==> src/rtl/crr_pkg.sv <==
package crr_pkg;

  typedef enum logic [2:0] {
    PH_ZERO,
    PH_X,
    PH_DIG,
    PH_SP,
    PH_TERM
  } fmt_ph_e;

  localparam logic [7:0] CH_ESC  = 8'h1B;
  localparam logic [7:0] CH_LF   = 8'h0A;
  localparam logic [7:0] CH_LIVE = 8'h41;
  localparam logic [7:0] CH_DIFF = 8'h43;
  localparam logic [7:0] CH_STAR = 8'h2A;
  localparam logic [7:0] CH_SP   = 8'h20;
  localparam logic [7:0] CH_ZERO = 8'h30;
  localparam logic [7:0] CH_X    = 8'h78;

  // lowercase hex digit for one nibble
  function automatic logic [7:0] hex_char(input logic [3:0] n);
    return (n < 4'd10) ? (8'h30 + {4'h0, n}) : (8'h57 + {4'h0, n});
  endfunction

endpackage

==> src/rtl/crr_cmd.sv <==
module crr_cmd #(
  parameter int DEPTH = 8
) (
  input  logic       clk,
  input  logic       rst,
  input  logic       cmd_valid,
  input  logic [7:0] cmd_byte,
  output logic       live
);
  localparam int CW = $clog2(DEPTH + 1);

  // only the first byte decides the command, so only it and the fill level are kept
  logic [CW-1:0] fill;
  logic [7:0]    head;

  always_ff @(posedge clk) begin
    if (rst) begin
      fill <= '0;
      head <= '0;
      live <= 1'b0;
    end else if (cmd_valid) begin
      if (cmd_byte == crr_pkg::CH_ESC) begin
        head <= crr_pkg::CH_ESC;
        fill <= CW'(1);
      end else if (cmd_byte == crr_pkg::CH_LF && fill > CW'(3)) begin
        if (head == crr_pkg::CH_LIVE)      live <= 1'b1;
        else if (head == crr_pkg::CH_DIFF) live <= 1'b0;
        fill <= '0;
      end else if (fill < CW'(DEPTH)) begin
        if (fill == '0) head <= cmd_byte;
        fill <= fill + CW'(1);
      end
    end
  end

endmodule

==> src/rtl/crr_collect.sv <==
module crr_collect #(
  parameter int WORD_W    = 16,
  parameter int N_WORDS   = 10,
  parameter int LEN_W     = 5,
  parameter int BOUND_LEN = 13,
  parameter int SHORT_MAX = 5
) (
  input  logic                      clk,
  input  logic                      rst,
  input  logic                      pkt_valid,
  input  logic [WORD_W-1:0]         pkt_word,
  input  logic [LEN_W-1:0]          pkt_len,
  input  logic                      live,
  input  logic                      busy,
  output logic                      start,
  output logic                      term_live,
  output logic [N_WORDS*WORD_W-1:0] snap
);
  localparam int IW = $clog2(N_WORDS + 1);

  logic [WORD_W-1:0] cur    [N_WORDS];
  logic [WORD_W-1:0] prev   [N_WORDS];
  logic [WORD_W-1:0] snap_r [N_WORDS];
  logic [IW-1:0]     slot;
  logic              is_bnd, is_dat, differs;

  assign is_bnd = pkt_valid && (pkt_len == LEN_W'(BOUND_LEN));
  assign is_dat = pkt_valid && (pkt_len > LEN_W'(SHORT_MAX)) && !is_bnd;

  always_comb begin
    differs = 1'b0;
    for (int i = 0; i < N_WORDS; i++)
      if (cur[i] != prev[i]) differs = 1'b1;
  end

  always_ff @(posedge clk) begin
    if (rst) begin
      slot      <= '0;
      start     <= 1'b0;
      term_live <= 1'b0;
      for (int i = 0; i < N_WORDS; i++) begin
        cur[i]    <= '0;
        prev[i]   <= '0;
        snap_r[i] <= '0;
      end
    end else begin
      start <= 1'b0;
      if (is_dat && slot < IW'(N_WORDS)) begin
        cur[slot] <= pkt_word;
        slot      <= slot + IW'(1);
      end
      if (is_bnd) begin
        slot <= '0;
        if (!busy) begin
          for (int i = 0; i < N_WORDS; i++) begin
            snap_r[i] <= cur[i];
            if (!live) prev[i] <= cur[i];
          end
          start     <= live || differs;
          term_live <= live;
        end
      end
    end
  end

  for (genvar g = 0; g < N_WORDS; g++) begin : g_snap
    assign snap[g*WORD_W +: WORD_W] = snap_r[g];
  end

endmodule

==> src/rtl/crr_fmt.sv <==
module crr_fmt #(
  parameter int WORD_W  = 16,
  parameter int N_WORDS = 10
) (
  input  logic                      clk,
  input  logic                      rst,
  input  logic                      start,
  input  logic                      term_live,
  input  logic [N_WORDS*WORD_W-1:0] snap,
  input  logic                      out_ready,
  output logic                      out_valid,
  output logic [7:0]                out_byte
);
  import crr_pkg::*;

  localparam int NIB = WORD_W / 4;
  localparam int DW  = (NIB > 1) ? $clog2(NIB) : 1;
  localparam int IW  = (N_WORDS > 1) ? $clog2(N_WORDS) : 1;

  logic [WORD_W-1:0] wd [N_WORDS];
  fmt_ph_e           ph, n_ph;
  logic [IW-1:0]     widx, n_w;
  logic [DW-1:0]     dpos, n_d;
  logic              busy, n_busy, adv, live_q;
  logic [7:0]        n_byte;

  always_comb
    for (int i = 0; i < N_WORDS; i++) wd[i] = snap[i*WORD_W +: WORD_W];

  // index of the most significant non-zero nibble, 0 for a zero word
  function automatic logic [DW-1:0] top_nib(input logic [WORD_W-1:0] w);
    logic [DW-1:0] t;
    t = '0;
    for (int k = 0; k < NIB; k++)
      if (w[k*4 +: 4] != 4'h0) t = DW'(k);
    return t;
  endfunction

  always_comb begin
    n_ph = ph; n_w = widx; n_d = dpos; n_busy = busy; adv = 1'b0;
    if (!busy) begin
      if (start) begin
        n_busy = 1'b1; n_ph = PH_ZERO; n_w = '0; n_d = '0; adv = 1'b1;
      end
    end else if (out_ready) begin
      adv = 1'b1;
      unique case (ph)
        PH_ZERO: n_ph = PH_X;
        PH_X: begin
          n_ph = PH_DIG;
          n_d  = top_nib(wd[widx]);
        end
        PH_DIG: if (dpos == '0) n_ph = PH_SP; else n_d = dpos - DW'(1);
        PH_SP: begin
          if (widx == IW'(N_WORDS - 1)) n_ph = PH_TERM;
          else begin
            n_w  = widx + IW'(1);
            n_ph = PH_ZERO;
          end
        end
        PH_TERM: n_busy = 1'b0;
        default: n_busy = 1'b0;
      endcase
    end
  end

  always_comb begin
    unique case (n_ph)
      PH_ZERO: n_byte = CH_ZERO;
      PH_X:    n_byte = CH_X;
      PH_DIG:  n_byte = hex_char(wd[n_w][n_d*4 +: 4]);
      PH_SP:   n_byte = CH_SP;
      PH_TERM: n_byte = live_q ? CH_STAR : CH_LF;
      default: n_byte = CH_ZERO;
    endcase
  end

  always_ff @(posedge clk) begin
    if (rst) begin
      busy     <= 1'b0;
      ph       <= PH_ZERO;
      widx     <= '0;
      dpos     <= '0;
      live_q   <= 1'b0;
      out_byte <= '0;
    end else if (adv) begin
      busy     <= n_busy;
      ph       <= n_ph;
      widx     <= n_w;
      dpos     <= n_d;
      out_byte <= n_byte;
      if (!busy) live_q <= term_live;
    end
  end

  assign out_valid = busy;

endmodule

==> src/rtl/cycle_reporter.sv <==
module cycle_reporter #(
  parameter int WORD_W    = 16,
  parameter int N_WORDS   = 10,
  parameter int LEN_W     = 5,
  parameter int BOUND_LEN = 13,
  parameter int SHORT_MAX = 5,
  parameter int CMD_DEPTH = 8
) (
  input  logic              clk,
  input  logic              rst,
  input  logic              pkt_valid,
  input  logic [WORD_W-1:0] pkt_word,
  input  logic [LEN_W-1:0]  pkt_len,
  input  logic              cmd_valid,
  input  logic [7:0]        cmd_byte,
  output logic              out_valid,
  input  logic              out_ready,
  output logic [7:0]        out_byte
);
  logic                      live_mode;
  logic                      start, term_live;
  logic [N_WORDS*WORD_W-1:0] snap;

  crr_cmd #(.DEPTH(CMD_DEPTH)) u_cmd (
    .clk(clk), .rst(rst), .cmd_valid(cmd_valid), .cmd_byte(cmd_byte), .live(live_mode)
  );

  crr_collect #(
    .WORD_W(WORD_W), .N_WORDS(N_WORDS), .LEN_W(LEN_W),
    .BOUND_LEN(BOUND_LEN), .SHORT_MAX(SHORT_MAX)
  ) u_collect (
    .clk(clk), .rst(rst), .pkt_valid(pkt_valid), .pkt_word(pkt_word), .pkt_len(pkt_len),
    .live(live_mode), .busy(out_valid | start), .start(start), .term_live(term_live),
    .snap(snap)
  );

  crr_fmt #(.WORD_W(WORD_W), .N_WORDS(N_WORDS)) u_fmt (
    .clk(clk), .rst(rst), .start(start), .term_live(term_live), .snap(snap),
    .out_ready(out_ready), .out_valid(out_valid), .out_byte(out_byte)
  );

endmodule

==> config.mk <==
export PLATFORM = sky130hd
export DESIGN_NAME = cycle_reporter
export DESIGN_NICKNAME = d
export VERILOG_FILES = /design/src/rtl/crr_pkg.sv /design/src/rtl/crr_cmd.sv /design/src/rtl/crr_collect.sv /design/src/rtl/crr_fmt.sv /design/src/rtl/cycle_reporter.sv
export SDC_FILE = /design/constraint.sdc
export NUM_CORES = 1
export LEC_CHECK = 0
export BUFFER_PORTS_ARGS = -buffer_cell sky130_fd_sc_hd__buf_2
export CAP_MARGIN = 25
export CORE_ASPECT_RATIO = 2
export CORE_UTILIZATION = 45
export CTS_BUF_LIST = sky130_fd_sc_hd__clkbuf_16
export DETAILED_ROUTE_END_ITERATION = 7
export PLACE_DENSITY = 0.59
export SLEW_MARGIN = 20
export SYNTH_ARGS = -nofsm -noshare
export SYNTH_HDL_FRONTEND = slang
export SYNTH_SLANG_ARGS = --single-unit
export TNS_END_PERCENT = 100
==> constraint.sdc <==
create_clock -name clk -period 11.6 [get_ports clk]
set_clock_uncertainty 0.05 [all_clocks]
set_input_delay 1.74 -clock clk [delete_from_list [all_inputs] [get_ports clk]]
set_output_delay 1.74 -clock clk [all_outputs]
set_load 0.05 [all_outputs]
==> parameters.txt <==
Parameter                              Value

Drt
  Routed via count    around 16000
  Iteration-0 DRC Markers    about 1500
  Length of the first detailed-routing pass in iterations    7
  Wire length after detailed routing    81700 microns
  DR WL/cell    30.7 microns
  Number of remaining DRC errors    0
  Remaining number of nets flagged by the antenna check after routing    0
  Drt via density    around 5.9

Die
  Floorplan die width    ~160 microns
  Y dimension of the die    ~320 microns
  Number of top-level pins    43
  Die outline area    between 50000 and 60000 sq um
  Core area    about 51000 sq um
  Std-Cell Rows    between 100 and 150
  Effective utilization at floorplan    0.457

STA
  Max Slew Vio Count    0
  Top achievable clock speed    approximately 180 MHz
  Setup repair after global routing missed its margin    no
  Setup violations, final    0
  Slew at the pin closest to its max-slew limit    1100 ps
  Worst Hold Margin    between 400 and 500 ps
  Relative slew slack    0.267
  Sum of negative setup slack    0 ps
  Clock period minus final worst setup slack    5420 ps
  Final clock period utilization by the worst path    0.468
  Final hold violation count    0

Synth
  Post-synthesis cell area    between 20000 and 25000 sq um
  Yosys synthesis warning count    0
  Top area cells in the synthesized netlist    sky130_fd_sc_hd__edfxtp_1 (62%), sky130_fd_sc_hd__and2_1 (6.4%), sky130_fd_sc_hd__nor2_1 (3.6%)
  Synthesized area per cell    between 10 and 15 sq um
  Number of standard cells after synthesis    slightly below 2000
  Flop and latch count out of synthesis    just over 500
  Most used flip-flop cell after synthesis    sky130_fd_sc_hd__edfxtp_1
  Library cell occupying the most area in the post-synthesis netlist    sky130_fd_sc_hd__edfxtp_1
  Number of distinct library cells after synthesis    between 70 and 80
  Count of flip-flops with a built-in enable after synthesis    480
  Syn_nets    1985
  Yosys top cell area share    0.619
  Share of flip-flops with an asynchronous set or reset    0
  Register area share after synthesis    0.651

Cells and area
  Number of nets in the final layout    2011
  Leading cell type in the layout, fill and taps excluded    sky130_fd_sc_hd__edfxtp_1
  Growth of design area from synthesis to finish    10.4%
  Ratio of cells with drive above 1 in the final layout    0.0876
  End-of-flow core utilization    0.505
  Filler instances    4588
  ANT cells    0
  Count of non-filler cells in the finished layout    ~2700
  Highest-count cells in the layout ignoring fill and taps    sky130_fd_sc_hd__edfxtp_1 (480), sky130_fd_sc_hd__and2_1 (236), sky130_fd_sc_hd__nor2_1 (224)

Clock tree
  Gates resized, CTS repair    0
  Clock Latency Late Sink    around 580 ps
  Clock slew seen by the registers of the worst setup and hold paths    ~70 ps
  Setup repair bufs after CTS    0
  CTS Sinks    between 500 and 600
  Number of H-tree levels    2
  Max Root-Sink Buffers    3
  Clock root buffer    sky130_fd_sc_hd__clkbuf_16
  Number of hold buffers added after cts    0
  Total CTS buffers    46
  CTS tree    yes

Global routing
  Vias in the first global route    around 16000
  Global router's overall resource usage    0.317
  Aggregate global routing overflow    0
  Initial antenna violation count    1
  Global-route wire length before repair    approximately 110000 microns
  Pin count of the biggest net entering global routing    85

Placement
  Detailed placement HPWL    ~61000 microns
  Post-placement cell count    between 2000 and 3000
  Placer congestion estimate    a little under 1
  IO Port Bufs    41

Worst setup path
  Slowest-stage cell, CP    sky130_fd_sc_hd__buf_4
  Required time at the endpoint of the critical path    around 12000 ps
  Max incr delay on CP    600 ps
  Endpoint arrival time on the critical path    5820 ps
  CP Max Fanout    48
  Sequence of cells on the critical path    buf_2, nand3b_4, or4_4, nand2_2, buf_4, a221oi_1, a211oi_1, a211oi_1, mux2_2, mux2i_1, a21oi_1, a221oi_1, nor3_1
  Critical path depth    13
  Buffer and inverter count on the worst path    2
  Family of cells with the greatest summed delay on the critical path    compound AO/OA/AOI/OAI gates
  Reg2reg setup slack    6430 ps
  Endpoint kind of the worst setup timing path    flop
  Number of cells on the worst reg-to-reg path    14
  Setup crit start kind    primary input
  Category of the most critical setup path    primary input to flop

Hold path
  Hold Crit Depth    2
  Hold/Removal Path Class    flop to flop

Status
  Run status    finished clean

Job
  Count of max-cap constraint violations    0

Power
  Power density normalized to cell area    ~150 nW/um^2
  Peak supply drop    roughly 0.00013 V
  Leakage dissipation    about 9.4 nW
state kept, by name, summed over array words and instances (netlist names), 2 cells and up:
signal and count:
u_fmt.widx 4, u_fmt.dpos 2, u_fmt.out_byte 7, u_collect.cur 160
u_cmd.head 8, u_collect.snap_r 160, u_collect.slot 4, u_collect.prev 160
u_fmt.ph 3, u_cmd.fill 4
power breakdown:
group          internal [mW]  total, mW  switching, mW
Combinational         0.0535      0.188          0.134
Clock                  0.851       1.55          0.704
Sequential              2.10       2.17         0.0649
metal layers:
metal	GRT usage	up-vias	routed length [microns]
li1	-	7019	-
met1	0.343	7810	28300
met2	0.545	682	40900
met3	0.0336	224	3990
met4	0.283	2	8420
met5	0	-	13
final timing paths:
check               startpoint                 to
min          u_fmt.out_byte[2]  u_fmt.out_byte[2]
max                  out_ready  u_fmt.out_byte[1]
max reg2reg      u_fmt.widx[1]  u_fmt.out_byte[1]
min reg2reg  u_fmt.out_byte[2]  u_fmt.out_byte[2]
through the flow:
step / power, mW / cell area (sq um) / setup slack [ps]
2_1_floorplan: 2.29 / 23300 / 1130
3_3_place_gp: 2.39 / 24200 / 5710
3_5_place_dp: 2.40 / 24200 / 5680
4_1_cts: 3.93 / 25700 / 6290
5_1_grt: 4.00 / 25700 / 5880
6_report: 3.91 / 25700 / 6180
worst register-to-register path, cell delays in order (launching register included):
cell and delay [ps]:
sky130_fd_sc_hd__dfxtp_1 650, sky130_fd_sc_hd__inv_2 220, sky130_fd_sc_hd__ha_1 240, sky130_fd_sc_hd__and3b_1 240, sky130_fd_sc_hd__or4_4 490, sky130_fd_sc_hd__nand2_2 500, sky130_fd_sc_hd__buf_4 610, sky130_fd_sc_hd__a221oi_1 200
sky130_fd_sc_hd__a211oi_1 600, sky130_fd_sc_hd__a211oi_1 140, sky130_fd_sc_hd__mux2_2 330, sky130_fd_sc_hd__mux2i_1 260, sky130_fd_sc_hd__a21oi_1 130, sky130_fd_sc_hd__a221oi_1 290, sky130_fd_sc_hd__nor3_1 90
layout make-up:
| cell class | count | area [sq um] | share of cell area |
|---|---|---|---|
| well taps | 654 | 818 | 0.0318 |
| clock buffers | 47 | 1180 | 0.0457 |
| multi-input cells | 1220 | 7360 | 0.286 |
| inverters | 114 | 428 | 0.0166 |
| clock inverters | 38 | 315 | 0.0123 |
| flip-flops and latches | 517 | 15200 | 0.589 |
| repair buffers | 72 | 470 | 0.0183 |
cells by family after synthesis:
logic type | Yosys count | share of synthesized area
xor+xnor | 86 | 0.0323
buf+inv | 208 | 0.0356
other cells | 1 | 0.000161
fa+ha+maj | 6 | 0.00322
simple gates | 860 | 0.188
compound gates | 226 | 0.0692
mux | 41 | 0.0205
flops | 517 | 0.651
synth_stat cells (32+ instances only):
| library cell | number |
|---|---|
| sky130_fd_sc_hd__dfxtp_1 | 37 |
| sky130_fd_sc_hd__clkbuf_1 | 66 |
| sky130_fd_sc_hd__xnor2_1 | 41 |
| sky130_fd_sc_hd__nand3_1 | 38 |
| sky130_fd_sc_hd__xor2_1 | 45 |
| sky130_fd_sc_hd__a21oi_1 | 53 |
| sky130_fd_sc_hd__o22ai_1 | 38 |
| sky130_fd_sc_hd__inv_1 | 113 |
| sky130_fd_sc_hd__nor3_1 | 77 |
| sky130_fd_sc_hd__and2_1 | 237 |
| sky130_fd_sc_hd__mux2i_1 | 32 |
| sky130_fd_sc_hd__nand2_1 | 152 |
| sky130_fd_sc_hd__nor2_1 | 226 |
| sky130_fd_sc_hd__edfxtp_1 | 480 |
| sky130_fd_sc_hd__nor4_1 | 45 |
(Power assumes the default switching activity.)
